--- config.mk ---
export PLATFORM = sky130hd
export DESIGN_NAME = flash_prog_engine
export DESIGN_NICKNAME = d
export VERILOG_FILES = /design/src/rtl/flash_eng_pkg.sv /design/src/rtl/flash_op_timer.sv /design/src/rtl/flash_byte_array.sv /design/src/rtl/flash_prog_engine.sv
export SDC_FILE = /design/constraint.sdc
export NUM_CORES = 1
export LEC_CHECK = 0
export ABC_AREA = 1
export BUFFER_PORTS_ARGS = -buffer_cell sky130_fd_sc_hd__buf_4
export CORE_MARGIN = 4
export CORE_UTILIZATION = 30
export CTS_CLUSTER_SIZE = 10
export DETAILED_ROUTE_END_ITERATION = 8
export PLACE_DENSITY_LB_ADDON = 0.2
export SETUP_SLACK_MARGIN = 0.4
export SYNTH_ARGS = -nofsm -noshare
export SYNTH_HDL_FRONTEND = slang
export SYNTH_SLANG_ARGS = --single-unit
--- constraint.sdc ---
create_clock -name clk_i -period 2.2 [get_ports clk_i]
set_clock_uncertainty 0.05 [all_clocks]
set_input_delay 0.22 -clock clk_i [delete_from_list [all_inputs] [get_ports clk_i]]
set_output_delay 0.22 -clock clk_i [all_outputs]
set_load 0.05 [all_outputs]
--- src/rtl/flash_eng_pkg.sv ---
package flash_eng_pkg;
  localparam int unsigned DATA_W = 8;
  typedef enum logic [1:0] {OP_IDLE, OP_PROG, OP_ERASE} op_e;
endpackage

--- src/rtl/flash_op_timer.sv ---
module flash_op_timer #(
  parameter int unsigned PROG_CYC  = 12,
  parameter int unsigned ERASE_CYC = 30
) (
  input  logic clk_i,
  input  logic rst_ni,
  input  logic start_i,
  input  logic is_erase_i,
  output logic busy_o,
  output logic done_o
);
  localparam int unsigned MAX_CYC = (ERASE_CYC > PROG_CYC) ? ERASE_CYC : PROG_CYC;
  localparam int unsigned CNT_W   = $clog2(MAX_CYC + 1);
  localparam logic [CNT_W-1:0] PROG_LD  = CNT_W'(PROG_CYC - 1);
  localparam logic [CNT_W-1:0] ERASE_LD = CNT_W'(ERASE_CYC - 1);
  localparam logic [CNT_W-1:0] MAX_LD   = CNT_W'(MAX_CYC - 1);

  logic [CNT_W-1:0] cnt_q;
  logic             busy_q;

  always_ff @(posedge clk_i or negedge rst_ni) begin
    if (!rst_ni) begin
      cnt_q  <= '0;
      busy_q <= 1'b0;
    end else if (start_i && !busy_q) begin
      busy_q <= 1'b1;
      cnt_q  <= is_erase_i ? ERASE_LD : PROG_LD;
    end else if (busy_q) begin
      if (cnt_q == '0) busy_q <= 1'b0;
      else             cnt_q  <= cnt_q - 1'b1;
    end
  end

  assign busy_o = busy_q;
  assign done_o = busy_q && (cnt_q == '0);

  a_r6_count_bound: assert property (@(posedge clk_i) disable iff (!rst_ni)
    busy_q |-> cnt_q <= MAX_LD);
endmodule

--- src/rtl/flash_byte_array.sv ---
module flash_byte_array
  import flash_eng_pkg::*;
#(
  parameter int unsigned ADDR_W      = 6,
  parameter int unsigned BOOT_BYTES  = 8,
  parameter bit          BOOT_AT_TOP = 1'b0
) (
  input  logic              clk_i,
  input  logic              rst_ni,
  input  logic              wr_prog_i,
  input  logic              wr_erase_i,
  input  logic              lock_i,
  input  logic [ADDR_W-1:0] waddr_i,
  input  logic [DATA_W-1:0] wdata_i,
  input  logic [ADDR_W-1:0] raddr_i,
  output logic [DATA_W-1:0] rdata_o
);
  localparam int unsigned DEPTH = 2 ** ADDR_W;

  logic [DATA_W-1:0] rd_bank [DEPTH];
  logic              past_ok_q;

  always_ff @(posedge clk_i or negedge rst_ni) begin
    if (!rst_ni) past_ok_q <= 1'b0;
    else         past_ok_q <= 1'b1;
  end

  for (genvar g = 0; g < DEPTH; g++) begin : g_byte
    localparam bit IN_BOOT = BOOT_AT_TOP ? (g >= DEPTH - BOOT_BYTES) : (g < BOOT_BYTES);
    logic [DATA_W-1:0] byte_q;
    logic              shielded;
    assign shielded = IN_BOOT && lock_i;

    // contents survive reset; only completed operations touch them
    always_ff @(posedge clk_i) begin
      if (wr_erase_i && !shielded)
        byte_q <= '1;
      else if (wr_prog_i && (waddr_i == ADDR_W'(g)) && !shielded)
        byte_q <= byte_q & wdata_i;
    end
    assign rd_bank[g] = byte_q;

    a_r1_no_set: assert property (@(posedge clk_i) disable iff (!rst_ni)
      (past_ok_q && !$past(wr_erase_i)) |-> ((byte_q & ~$past(byte_q)) == '0));
  end

  assign rdata_o = rd_bank[raddr_i];
endmodule

--- src/rtl/flash_prog_engine.sv ---
module flash_prog_engine
  import flash_eng_pkg::*;
#(
  parameter int unsigned ADDR_W      = 6,
  parameter int unsigned PROG_CYC    = 12,
  parameter int unsigned ERASE_CYC   = 30,
  parameter int unsigned BOOT_BYTES  = 8,
  parameter bit          BOOT_AT_TOP = 1'b0
) (
  input  logic              clk_i,
  input  logic              rst_ni,
  input  logic              prog_req_i,
  input  logic              erase_req_i,
  input  logic              boot_lock_i,
  input  logic [ADDR_W-1:0] addr_i,
  input  logic [7:0]        wdata_i,
  input  logic              ce_i,
  input  logic              oe_i,
  input  logic              we_i,
  output logic [7:0]        rdata_o,
  output logic              oe_flag_o,
  output logic              ry_by_no,
  output logic              reject_o
);
  logic              busy, done, req_any, accept;
  op_e               op_q;
  logic [ADDR_W-1:0] op_addr_q;
  logic [DATA_W-1:0] op_data_q;
  logic              op_lock_q;
  logic              rd_act, rd_act_q, rd_strobe, tgl_q, reject_q, past_ok_q;
  logic [DATA_W-1:0] rd_raw;

  assign req_any = prog_req_i | erase_req_i;
  assign accept  = req_any && !busy;

  always_ff @(posedge clk_i or negedge rst_ni) begin
    if (!rst_ni) begin
      op_q      <= OP_IDLE;
      op_addr_q <= '0;
      op_data_q <= '0;
      op_lock_q <= 1'b0;
      reject_q  <= 1'b0;
      past_ok_q <= 1'b0;
    end else begin
      past_ok_q <= 1'b1;
      reject_q  <= req_any && busy;
      if (accept) begin
        op_q      <= erase_req_i ? OP_ERASE : OP_PROG; // erase wins a tie
        op_addr_q <= addr_i;
        op_data_q <= wdata_i;
        op_lock_q <= boot_lock_i;
      end
    end
  end

  flash_op_timer #(.PROG_CYC(PROG_CYC), .ERASE_CYC(ERASE_CYC)) u_timer (
    .clk_i      (clk_i),
    .rst_ni     (rst_ni),
    .start_i    (req_any),
    .is_erase_i (erase_req_i),
    .busy_o     (busy),
    .done_o     (done)
  );

  flash_byte_array #(.ADDR_W(ADDR_W), .BOOT_BYTES(BOOT_BYTES), .BOOT_AT_TOP(BOOT_AT_TOP)) u_array (
    .clk_i      (clk_i),
    .rst_ni     (rst_ni),
    .wr_prog_i  (done && op_q == OP_PROG),
    .wr_erase_i (done && op_q == OP_ERASE),
    .lock_i     (op_lock_q),
    .waddr_i    (op_addr_q),
    .wdata_i    (op_data_q),
    .raddr_i    (addr_i),
    .rdata_o    (rd_raw)
  );

  // read strobe edge drives the toggle bit
  assign rd_act    = ce_i && oe_i && !we_i;
  assign rd_strobe = rd_act && !rd_act_q;

  always_ff @(posedge clk_i or negedge rst_ni) begin
    if (!rst_ni) begin
      rd_act_q <= 1'b0;
      tgl_q    <= 1'b0;
    end else begin
      rd_act_q <= rd_act;
      if (rd_strobe && busy) tgl_q <= ~tgl_q;
    end
  end

  always_comb begin
    rdata_o = rd_raw;
    if (busy) begin
      rdata_o[6] = tgl_q;
      if (op_q == OP_PROG && addr_i == op_addr_q) rdata_o[7] = ~op_data_q[7];
    end
  end

  assign oe_flag_o = rd_act_q;
  assign ry_by_no  = ~busy;
  assign reject_o  = reject_q;

  a_r8_reject_when_busy: assert property (@(posedge clk_i) disable iff (!rst_ni)
    (past_ok_q && reject_o) |-> $past(!ry_by_no));
  a_r6_busy_after_accept: assert property (@(posedge clk_i) disable iff (!rst_ni)
    accept |=> !ry_by_no);
  a_r5_idle_no_toggle: assert property (@(posedge clk_i) disable iff (!rst_ni)
    (past_ok_q && ry_by_no && $past(ry_by_no)) |-> $stable(tgl_q));
  a_r9_flag_needs_read: assert property (@(posedge clk_i) disable iff (!rst_ni)
    (past_ok_q && oe_flag_o) |-> $past(ce_i && oe_i && !we_i));
endmodule

==> parameters.txt, run 1 <==
Parameter                              Value

Logic synthesis
  Number of synthesized flops with an enable pin ... 0
  Area share of the leading cell type in the synthesized netlist ... 45.4%
  Synthesis Warnings ... 0
  Most instantiated flip-flop cell in the synthesis netlist ... dfxtp_1
  Post-synth design cell area ... 22600 um2
  Sequential cell area fraction in the yosys report ... 48.3%
  Area contributors post-synth ... dfxtp_1 (45%), nand2_1 (16%), o21ai_0 (14%)
  Post-Synthesis Mean Instance Area ... 7.47 um2
  Post-synth ARST share ... 4.83%
  FF+latch count, synth ... 538
  Number of nets in the synthesized netlist ... 3045
  Cell taking the most area after synthesis ... dfxtp_1
  Cells after Synth ... 3022
  Distinct cells, synth ... 38

Final layout
  Leading cell types in the layout, fill and taps excluded ... nand2_1 (715), dfxtp_1 (468), o21ai_0 (366)
  Share of final-layout standard cells stronger than drive strength 1 ... 29.3%
  Count of filler cells inserted in the layout ... 7370
  Area occupied by registers ... 11000 um2
  Multi-input gate area in the final layout ... 12100 um2
  Count of inserted antenna diode cells ... 0
  Syn-to-layout area delta ... 39.1%
  Final Instance Count excl. Fillers ... 4183
  Final-stage net count ... 3209
  Most common library cell in the layout ignoring fill and taps ... nand2_1

Detailed routing
  Starting DRC count in detailed routing ... 1567
  Via/cell ratio ... 5.16
  Met3 Wirelength ... 3690 um
  Number of remaining DRC errors ... 0
  Final routed wire length divided by cell count ... 20.0 um
  Number of antenna-violating nets in the routed design ... 0
  Met2 WL post-DR ... 39400 um
  Highest metal used ... met4
  Total vias in the final route ... 21582
  Detailed-routing wirelength on met1 ... 38200 um
  First-pass DRT Iterations ... 5
  Final wirelength ... 83600 um

Critical path
  Slack of the worst reg-to-reg path ... -0.06 ns
  Critical path class ... reg2out
  Worst Setup Start Kind ... flop
  Worst Path Required ... 1.93 ns
  Data arrival at the endpoint of the critical path ... 2.15 ns
  Critical path endpoint category ... output port
  CP max FO ... 2

Clock network
  Clock tree sinks ... 538
  CTS tree ... built
  H-Tree Level Count ... 3
  Maximum buffer depth of the clock tree ... 3
  Clock root buffer master ... clkbuf_16
  Number of buffers created by CTS ... 66
  Clock-pin slew reported for the worst setup and hold paths after clock tree synthesis ... 0.06 ns
  Clock latency at the later pin of the worst-skew pair ... 0.60 ns

STA
  Worst-case setup margin in the final layout ... -0.218 ns
  Slew at the pin closest to its max-slew limit ... 0.954 ns
  Relative slew margins ... 36.4%
  Highest achievable clock rate ... 414 MHz
  Count of endpoints failing setup in the final report ... 6
  Ratio of final minimum period to clock period ... 110%
  Unrepaired setup endpoints after global routing ... true
  Final min period ... 2.42 ns
  Final number of hold-violating endpoints ... 0
  Max-slew violations ... 0

Power
  Static leakage ... 0.0144 uW
  Maximum resistive drop on vdd ... 0.653 mV
  Power per standard cell area ... 1330 nW/um2

Floorplan
  Initial standard-cell utilization of the core ... 30.3%
  Number of top-level design ports ... 33
  X dimension of the die ... 282 um
  Placeable core area ... 74600 um2
  Count of standard-cell rows ... 100
  Die span in y ... 282 um
  Die area ... 79700 um2

Placed design
  Placer Congestion ... 0.828
  Pre-CTS setup slack ... -0.207 ns
  Post-DP HPWL ... 48200 um
  Number of buffers inserted by port buffering ... 32
  Placed instance count ... 3934

GRT
  Vias in the first global route ... 20804
  Total global routing track utilization ... 20.6%
  Overflow left after global routing ... 0
  Maximum number of pins on one net before global-route repair ... 98
  Number of antenna violations at the first check in global routing ... 1
  Global-route wire length before repair ... 128000 um

Hold path
  Type of the most critical hold path ... in2async

Run
  Max Cap Violations ... 0

Status
  Status ... finished with violations
  Failing checks ... setup timing
-- layer usage --
layer | vias up | global-route usage (%)
met5 | - | 0
met4 | 0 | 5.79
met3 | 147 | 2.83
met2 | 523 | 34.4
met1 | 10424 | 27.9
li1 | 10488 | -
-- flip-flops by register name, indices dropped and copies added, names as in the netlist, 2 cells and up --
name,cells
u_array.g_byte.byte_q,512
op_data_q,8
op_addr_q,6
u_timer.cnt_q,5
op_q,2
-- per-stage QoR --
step | hold slack [ns] | setup TNS [ns] | cell area [um2] | total power (uW) | util [%]
finish | 0.0383 | -0.334 | 31400 | 41700 | 42.1
global route | 0.0558 | -6.63 | 31400 | 44300 | 42.1
CTS | 0.0184 | -7.86 | 30600 | 40700 | 41.0
detailed placement | 0.121 | -3.21 | 24700 | 28500 | 33.2
global placement | 0.117 | -2.50 | 24700 | 28300 | 33.2
floorplan | -0.126 | 0 | 22600 | 24400 | -
-- path summary, 6_finish.rpt --
check,startpoint,endpoint,cells after the start
hold reg to reg,u_array.g_byte[30].byte_q[0],u_array.g_byte[30].byte_q[0],2
setup reg to reg,u_timer.cnt_q[0],u_timer.cnt_q[2],16
max in group asynchronous,rst_ni,op_addr_q[0],2
hold / removal,rst_ni,op_addr_q[5],2
setup / recovery,u_array.g_byte[10].byte_q[7],rdata_o[7],11
min in group clk_i,addr_i[2],op_addr_q[2],4
-- cells in the mapped netlist (2+ instances only) --
master / count
nor4_1: 2
nand3_1: 156
nor2_8: 2
xor2_1: 4
nand3_2: 8
clkbuf_1: 107
buf_12: 5
dfxtp_1: 512
nor2_2: 4
o21ai_1: 96
clkbuf_2: 4
nor2_1: 236
nand2_2: 2
buf_6: 6
buf_4: 18
nand2_1: 944
o21ai_0: 619
nand4_4: 30
clkinv_1: 2
inv_2: 7
buf_2: 94
dfrtp_1: 26
inv_1: 19
nand4_1: 3
buf_1: 7
o22ai_1: 97
-- power by group --
| group | leakage, uW | switching [uW] | internal (uW) | total [uW] |
|---|---|---|---|---|
| clock network | 0.000925 | 4180 | 5830 | 10000 |
| registers | 0.00461 | 2820 | 14800 | 17600 |
| logic | 0.00882 | 8570 | 5500 | 14100 |
-- repair_timing --
| action | in CTS | in global routing |
|---|---|---|
| gates resized for setup | 576 | 324 |
| endpoints found under the setup margin | 522 | 524 |
| hold endpoints to repair | 43 | 0 |
| pin swaps | 180 | 36 |
| hold buffers | 18 | 0 |
| setup buffers | 62 | 8 |
| gates cloned | 58 | 7 |
-- kinds of logic (layout without fill, tap and decap cells) --
family,after synthesis,in the layout,synth area share [%]
and+or+nand+nor,1391,1391,26.9
AOI/OAI and AO/OA,817,817,18.7
DFF,538,538,48.3
buffers and inverters,271,463,5.94
xor gates and xnor gates,4,4,0.155
adders and majority gates,1,1,0.0554
-- worst max-delay path, stage by stage (launching register included) --
cell        delay [ns]
dfxtp_1           0.31
nand2_1           0.07
nand3_1           0.08
nand3_1           0.10
nand3_1           0.15
nand2_1           0.10
nand2_1           0.05
nand3_1           0.11
nand3_1           0.09
nand2_2           0.10
clkinvlp_4        0.17
buf_6             0.20
-- area by class of cell --
type | count | share of cell area [%]
well taps | 969 | 3.86
multi-input cells | 2213 | 38.4
inverters | 30 | 0.502
clock buffers | 92 | 5.93
repair buffers | 334 | 16.1
repair inverters | 3 | 0.143
clock inverters | 4 | 0.0995
flip-flops and latches | 538 | 34.9
Power figures use the tool's default switching activity.
==> run 2: changes to the inputs <==
--- a/config.mk
+++ b/config.mk
@@ -7,7 +7,7 @@
 export LEC_CHECK = 0
 export ABC_AREA = 1
 export BUFFER_PORTS_ARGS = -buffer_cell sky130_fd_sc_hd__buf_4
-export CORE_MARGIN = 4
+export CORE_MARGIN = 2
 export CORE_UTILIZATION = 30
 export CTS_CLUSTER_SIZE = 10
 export DETAILED_ROUTE_END_ITERATION = 8
==> parameters.txt, run 2 (same netlist as run 1, synthesis figures left out) <==
Parameter                              Value

Status
  Status ... finished with violations
  Failing checks ... setup timing

Placed design
  Pre-CTS setup slack ... -0.110 ns
  Post-DP HPWL ... 47800 um
  Number of buffers inserted by port buffering ... 32
  Placer Congestion ... 0.823

Final layout
  Most common library cell in the layout ignoring fill and taps ... nand2_1
  Most flops, register ... u_array.g_byte.byte_q
  Share of final-layout standard cells stronger than drive strength 1 ... 32.3%
  Registers with the most flip-flops ... u_array.g_byte.byte_q (512), op_data_q (8), op_addr_q (6)
  Flip-flop count of the largest register, all copies and words added ... 512
  Syn-to-layout area delta ... 40.7%
  Leading cell types in the layout, fill and taps excluded ... nand2_1 (670), dfxtp_1 (473), o21ai_0 (293)
  Count of inserted antenna diode cells ... 0
  Count of filler cells inserted in the layout ... 7421
  Final-stage net count ... 3207

GRT
  Overflow left after global routing ... 0
  Total global routing track utilization ... 20.9%
  Number of antenna violations at the first check in global routing ... 0
  Vias in the first global route ... 21114
  Global-route wire length before repair ... 127000 um
  Maximum number of pins on one net before global-route repair ... 66

Clock network
  Clock root buffer master ... clkbuf_16
  CTS tree ... built
  H-Tree Level Count ... 3
  Maximum buffer depth of the clock tree ... 3
  Clock-pin slew reported for the worst setup and hold paths after clock tree synthesis ... 0.06 ns
  Number of buffers created by CTS ... 67
  Clock latency at the later pin of the worst-skew pair ... 0.60 ns
  Clock tree sinks ... 538

STA
  Final min period ... 2.31 ns
  Slew at the pin closest to its max-slew limit ... 0.998 ns
  Highest achievable clock rate ... 433 MHz
  Worst-case setup margin in the final layout ... -0.108 ns
  Ratio of final minimum period to clock period ... 105%
  Count of endpoints failing setup in the final report ... 11
  Final number of hold-violating endpoints ... 0
  Setup Total Neg Slack ... -0.292 ns
  Final hold slack ... 0.0446 ns
  Unrepaired setup endpoints after global routing ... true
  Max-slew violations ... 0
  Relative slew margins ... 33.4%

Detailed routing
  First-pass DRT Iterations ... 5
  Final wirelength ... 81800 um
  Total vias in the final route ... 21490
  Via/cell ratio ... 5.13
  Final routed wire length divided by cell count ... 19.5 um
  Number of remaining DRC errors ... 0
  Starting DRC count in detailed routing ... 1460
  Number of antenna-violating nets in the routed design ... 0

Floorplan
  Number of top-level design ports ... 33
  Die span in y ... 278 um
  X dimension of the die ... 278 um
  Initial standard-cell utilization of the core ... 30.3%
  Count of standard-cell rows ... 100
  Die area ... 77500 um2
  Placeable core area ... 74400 um2

Power
  Static leakage ... 0.0143 uW
  Fraction of power consumed by combinational cells ... 33.6%
  Power per standard cell area ... 1330 nW/um2
  Internal Power ... 26400 uW
  Switching portion of total power ... 37.4%
  Switching Power ... 15800 uW
  Sequential power share ... 42.2%
  Maximum resistive drop on vdd ... 0.722 mV
  Share of power burned in the clock network ... 24.2%

Hold path
  Type of the most critical hold path ... in2async

Critical path
  Critical path endpoint category ... output port
  Worst Path Required ... 1.93 ns
  CP max FO ... 2
  Critical path class ... reg2out
  Data arrival at the endpoint of the critical path ... 2.04 ns
  Worst Setup Start Kind ... flop

Run
  Max Cap Violations ... 0
run 2: path summary, 6_finish.rpt:
path / slack, ns / endpoint / cells past startpoint / from
worst min register to register: 0.38 / u_array.g_byte[29].byte_q[0] / 2 / u_array.g_byte[29].byte_q[0]
min in group clk_i: 0.11 / op_addr_q[3] / 4 / addr_i[3]
worst min-delay path: 0.04 / op_addr_q[0] / 2 / rst_ni
max in group asynchronous: 1.74 / op_data_q[7] / 2 / rst_ni
worst max-delay path: -0.11 / rdata_o[7] / 12 / u_array.g_byte[11].byte_q[7]
worst max register to register: -0.01 / u_array.g_byte[0].byte_q[5] / 15 / u_timer.cnt_q[0]
run 2: critical path, cell delays in order, from the launching register on:
cell and delay [ns]:
dfxtp_1 0.32, nand2_1 0.06, nand3_1 0.08, nand3_1 0.10, nand3_1 0.16, nand2_1 0.10
nand2_1 0.05, nand3_1 0.09, nand3_1 0.08, nand2_2 0.08, buf_12 0.12, clkinvlp_4 0.08
buf_8 0.15
run 2: what timing repair did:
| item | CTS | global route |
|---|---|---|
| setup endpoints to repair | 520 | 525 |
| setup buffers | 59 | 15 |
| gates resized for setup | 568 | 555 |
| hold buffers | 17 | 0 |
| pin swaps | 151 | 129 |
| endpoints found under the hold margin | 41 | 0 |
| cloned | 52 | 2 |
run 2: power groups by stage:
stage | Combinational (uW) | Sequential [uW] | Clock (uW)
6_report | 14200 | 17800 | 10200
5_1_grt | 15800 | 18300 | 10800
4_1_cts | 12900 | 17200 | 10400
3_5_place_dp | 11000 | 17300 | 0
3_3_place_gp | 10800 | 17300 | 0
2_1_floorplan | 7970 | 16400 | 0
run 2: layout make-up:
type,instances,area (um2),area share (%)
Multi-Input combinational cell,2213,12600,39.7
Sequential cell,538,11000,34.5
Timing Repair Buffer,333,4860,15.3
Clock buffer,99,1910,6.01
Tap cell,969,1210,3.82
Inverter,30,153,0.480
Clock inverter,4,52.6,0.165
Timing Repair inverter,1,8.76,0.0276
run 2: metal layers:
| metal | vias to the layer above | track usage, % | share of wire, % |
|---|---|---|---|
| li1 | 10475 | - | - |
| met1 | 10466 | 27.5 | 45 |
| met2 | 430 | 35.8 | 48 |
| met3 | 119 | 2.68 | 4.0 |
| met4 | 0 | 6.21 | 2.5 |
| met5 | - | 0 | 0 |
run 2: through the flow:
step | util [%] | std cells | power [uW] | area (um2)
2_1_floorplan | - | 3022 | 24400 | 22600
3_3_place_gp | 33.1 | 3939 | 28100 | 24700
3_5_place_dp | 33.1 | 3939 | 28300 | 24700
4_1_cts | 40.7 | 4170 | 40600 | 30300
5_1_grt | 42.7 | 4187 | 45000 | 31800
6_report | 42.7 | 4187 | 42200 | 31800
==> run 3: changes to the inputs <==
--- a/config.mk
+++ b/config.mk
@@ -8,7 +8,7 @@
 export ABC_AREA = 1
 export BUFFER_PORTS_ARGS = -buffer_cell sky130_fd_sc_hd__buf_4
 export CORE_MARGIN = 2
-export CORE_UTILIZATION = 30
+export CORE_UTILIZATION = 35
 export CTS_CLUSTER_SIZE = 10
 export DETAILED_ROUTE_END_ITERATION = 8
 export PLACE_DENSITY_LB_ADDON = 0.2
==> parameters.txt, run 3 (same netlist as run 1, synthesis figures left out) <==
Parameter                              Value

Status
  Status ... finished with violations
  Failing checks ... setup timing

Clock network
  Clock-pin slew reported for the worst setup and hold paths after clock tree synthesis ... 0.06 ns
  Clock root buffer master ... clkbuf_16
  CTS tree ... built
  Maximum buffer depth of the clock tree ... 3
  Clock tree sinks ... 538
  Number of buffers created by CTS ... 61
  Clock latency at the later pin of the worst-skew pair ... 0.63 ns
  H-Tree Level Count ... 2

Detailed routing
  Via/cell ratio ... 5.52
  Final wirelength ... 84100 um
  First-pass DRT Iterations ... 6
  Starting DRC count in detailed routing ... 1817
  Number of antenna-violating nets in the routed design ... 0
  Number of remaining DRC errors ... 0
  Final routed wire length divided by cell count ... 20.6 um
  Total vias in the final route ... 22537

Final layout
  Leading cell types in the layout, fill and taps excluded ... nand2_1 (732), dfxtp_1 (435), o21ai_0 (350)
  Total non-filler cell area in the finished layout ... 31800 um2
  Finished Core Util ... 49.7%
  Area occupied by registers ... 11000 um2
  Most flops, register ... u_array.g_byte.byte_q
  Most common library cell in the layout ignoring fill and taps ... nand2_1
  Count of inserted antenna diode cells ... 0
  Count of filler cells inserted in the layout ... 5905
  Registers with the most flip-flops ... u_array.g_byte.byte_q (512), op_data_q (8), op_addr_q (6)
  Multi-input gate area in the final layout ... 12600 um2
  Flip-flop count of the largest register, all copies and words added ... 512
  Share of final-layout standard cells stronger than drive strength 1 ... 32.6%
  Final-stage net count ... 3231
  Syn-to-layout area delta ... 41.0%

GRT
  Global-route wire length before repair ... 125000 um
  Vias in the first global route ... 21667
  Number of antenna violations at the first check in global routing ... 0
  Overflow left after global routing ... 0
  Maximum number of pins on one net before global-route repair ... 66
  Total global routing track utilization ... 24.0%

Placed design
  Post-DP HPWL ... 48200 um
  Placer Congestion ... 0.876
  Number of buffers inserted by port buffering ... 32
  Total placed instance area ... 24300 um2

Critical path
  Largest stage delay, worst path ... 0.35 ns
  CP Buf/Inv Count ... 4
  CP max FO ... 2
  Worst Setup Start Kind ... flop
  Data arrival at the endpoint of the critical path ... 2.16 ns
  Critical path class ... reg2out
  Slowest cell on the critical path ... dfrtp_1
  Worst Path Required ... 1.93 ns
  Critical path endpoint category ... output port
  Cells traversed along the worst timing path ... inv_1 > nor2_4 > nand4_1 > a221oi_2 > buf_4 > nand3_4 > nand2_4 > clkinvlp_4 > buf_8
  Family of cells with the greatest summed delay on the critical path ... buffers and inverters

Floorplan
  X dimension of the die ... 258 um
  Placeable core area ... 64100 um2
  Die span in y ... 258 um
  Die area ... 66600 um2
  Count of standard-cell rows ... 93
  Initial standard-cell utilization of the core ... 35.2%
  Number of top-level design ports ... 33

Power
  Internal Power ... 25700 uW
  Fraction of power consumed by combinational cells ... 34.1%
  Share of power burned in the clock network ... 22.0%
  Maximum resistive drop on vdd ... 0.844 mV
  Sequential power share ... 43.9%
  Static leakage ... 0.0145 uW
  Switching portion of total power ... 38.0%
  Switching Power ... 15800 uW
  Power per standard cell area ... 1300 nW/um2

STA
  Highest achievable clock rate ... 412 MHz
  Worst-case setup margin in the final layout ... -0.226 ns
  Max-slew violations ... 0
  Relative slew margins ... 29.6%
  Final min period ... 2.43 ns
  Slew at the pin closest to its max-slew limit ... 1.06 ns
  Unrepaired setup endpoints after global routing ... true
  Final number of hold-violating endpoints ... 0
  Ratio of final minimum period to clock period ... 110%
  Count of endpoints failing setup in the final report ... 73

Run
  Max Cap Violations ... 0

Hold path
  Type of the most critical hold path ... in2reg
## run 3: cell types whose count changed in the layout (fill, tap and decap cells not counted), sizes merged
cell,before,now
clkbuf,102,94
inv,30,35
clkinv,3,4
dlygate4sd3,17,18
buf,313,322
## run 3: worst paths after layout
kind,from,depth (start not counted),endpoint,slack [ns]
setup / recovery,op_q[0],9,rdata_o[7],-0.23
hold / removal,addr_i[2],4,op_addr_q[2],0.04
setup reg to reg,u_timer.cnt_q[1],15,u_array.g_byte[12].byte_q[4],-0.06
hold reg to reg,u_array.g_byte[5].byte_q[5],2,u_array.g_byte[5].byte_q[5],0.38
max in group asynchronous,rst_ni,4,op_data_q[7],1.34
min in group asynchronous,rst_ni,4,op_data_q[4],0.58
## run 3: per-stage QoR
step / TNS (ns) / cells / hold slack (ns) / setup WS, ns / total power (uW)
floorplan: 0 / 3022 / -0.126 / 0.406 / 24400
global placement: -2.87 / 3824 / 0.112 / -0.287 / 27700
detailed placement: -4.96 / 3824 / 0.116 / -0.274 / 28200
CTS: -0.803 / 4030 / 0.0201 / -0.175 / 39400
global route: -20.03 / 4081 / 0.0855 / -0.298 / 44000
finish: -2.92 / 4081 / 0.0445 / -0.226 / 41500
## run 3: metal layers
metal  vias to the layer above  track usage [%]  routed length [um]  part of all wire (%)
met3                       207             4.61                6010                   7.1
li1                      10528                -                   -                     -
met2                       774             38.9               38500                    46
met1                     11028             31.7               36400                    43
met5                         -                0                   0                     0
met4                         0             9.39                3260                   3.9
## run 3: what timing repair did
action	CTS	global route
pin swaps	135	158
resized for setup	581	503
endpoints found under the setup margin	522	527
hold endpoints to repair	43	0
hold buffers	19	0
buffers inserted	52	32
cloned	54	19
## run 3: power by group through the flow
stage | logic [uW] | clock network [uW] | registers, uW
global route | 15600 | 9700 | 18700
detailed placement | 10700 | 0 | 17500
finish | 14100 | 9130 | 18200
floorplan | 7970 | 0 | 16400
global placement | 10300 | 0 | 17300
CTS | 12500 | 9280 | 17600
## run 3: tightest hold or removal path, stage by stage
cell and delay, ns:
buf_4 0.17, buf_12 0.17, nand2_1 0.06, o21ai_0 0.06
## run 3: cell type report
type | instances | area share, %
clock buffer | 78 | 5.12
clock inverter | 3 | 0.149
inverter | 30 | 0.511
multi-input combinational | 2213 | 39.6
sequential | 538 | 34.6
tap | 855 | 3.36
timing repair buffer | 356 | 16.2
timing repair inverter | 8 | 0.534
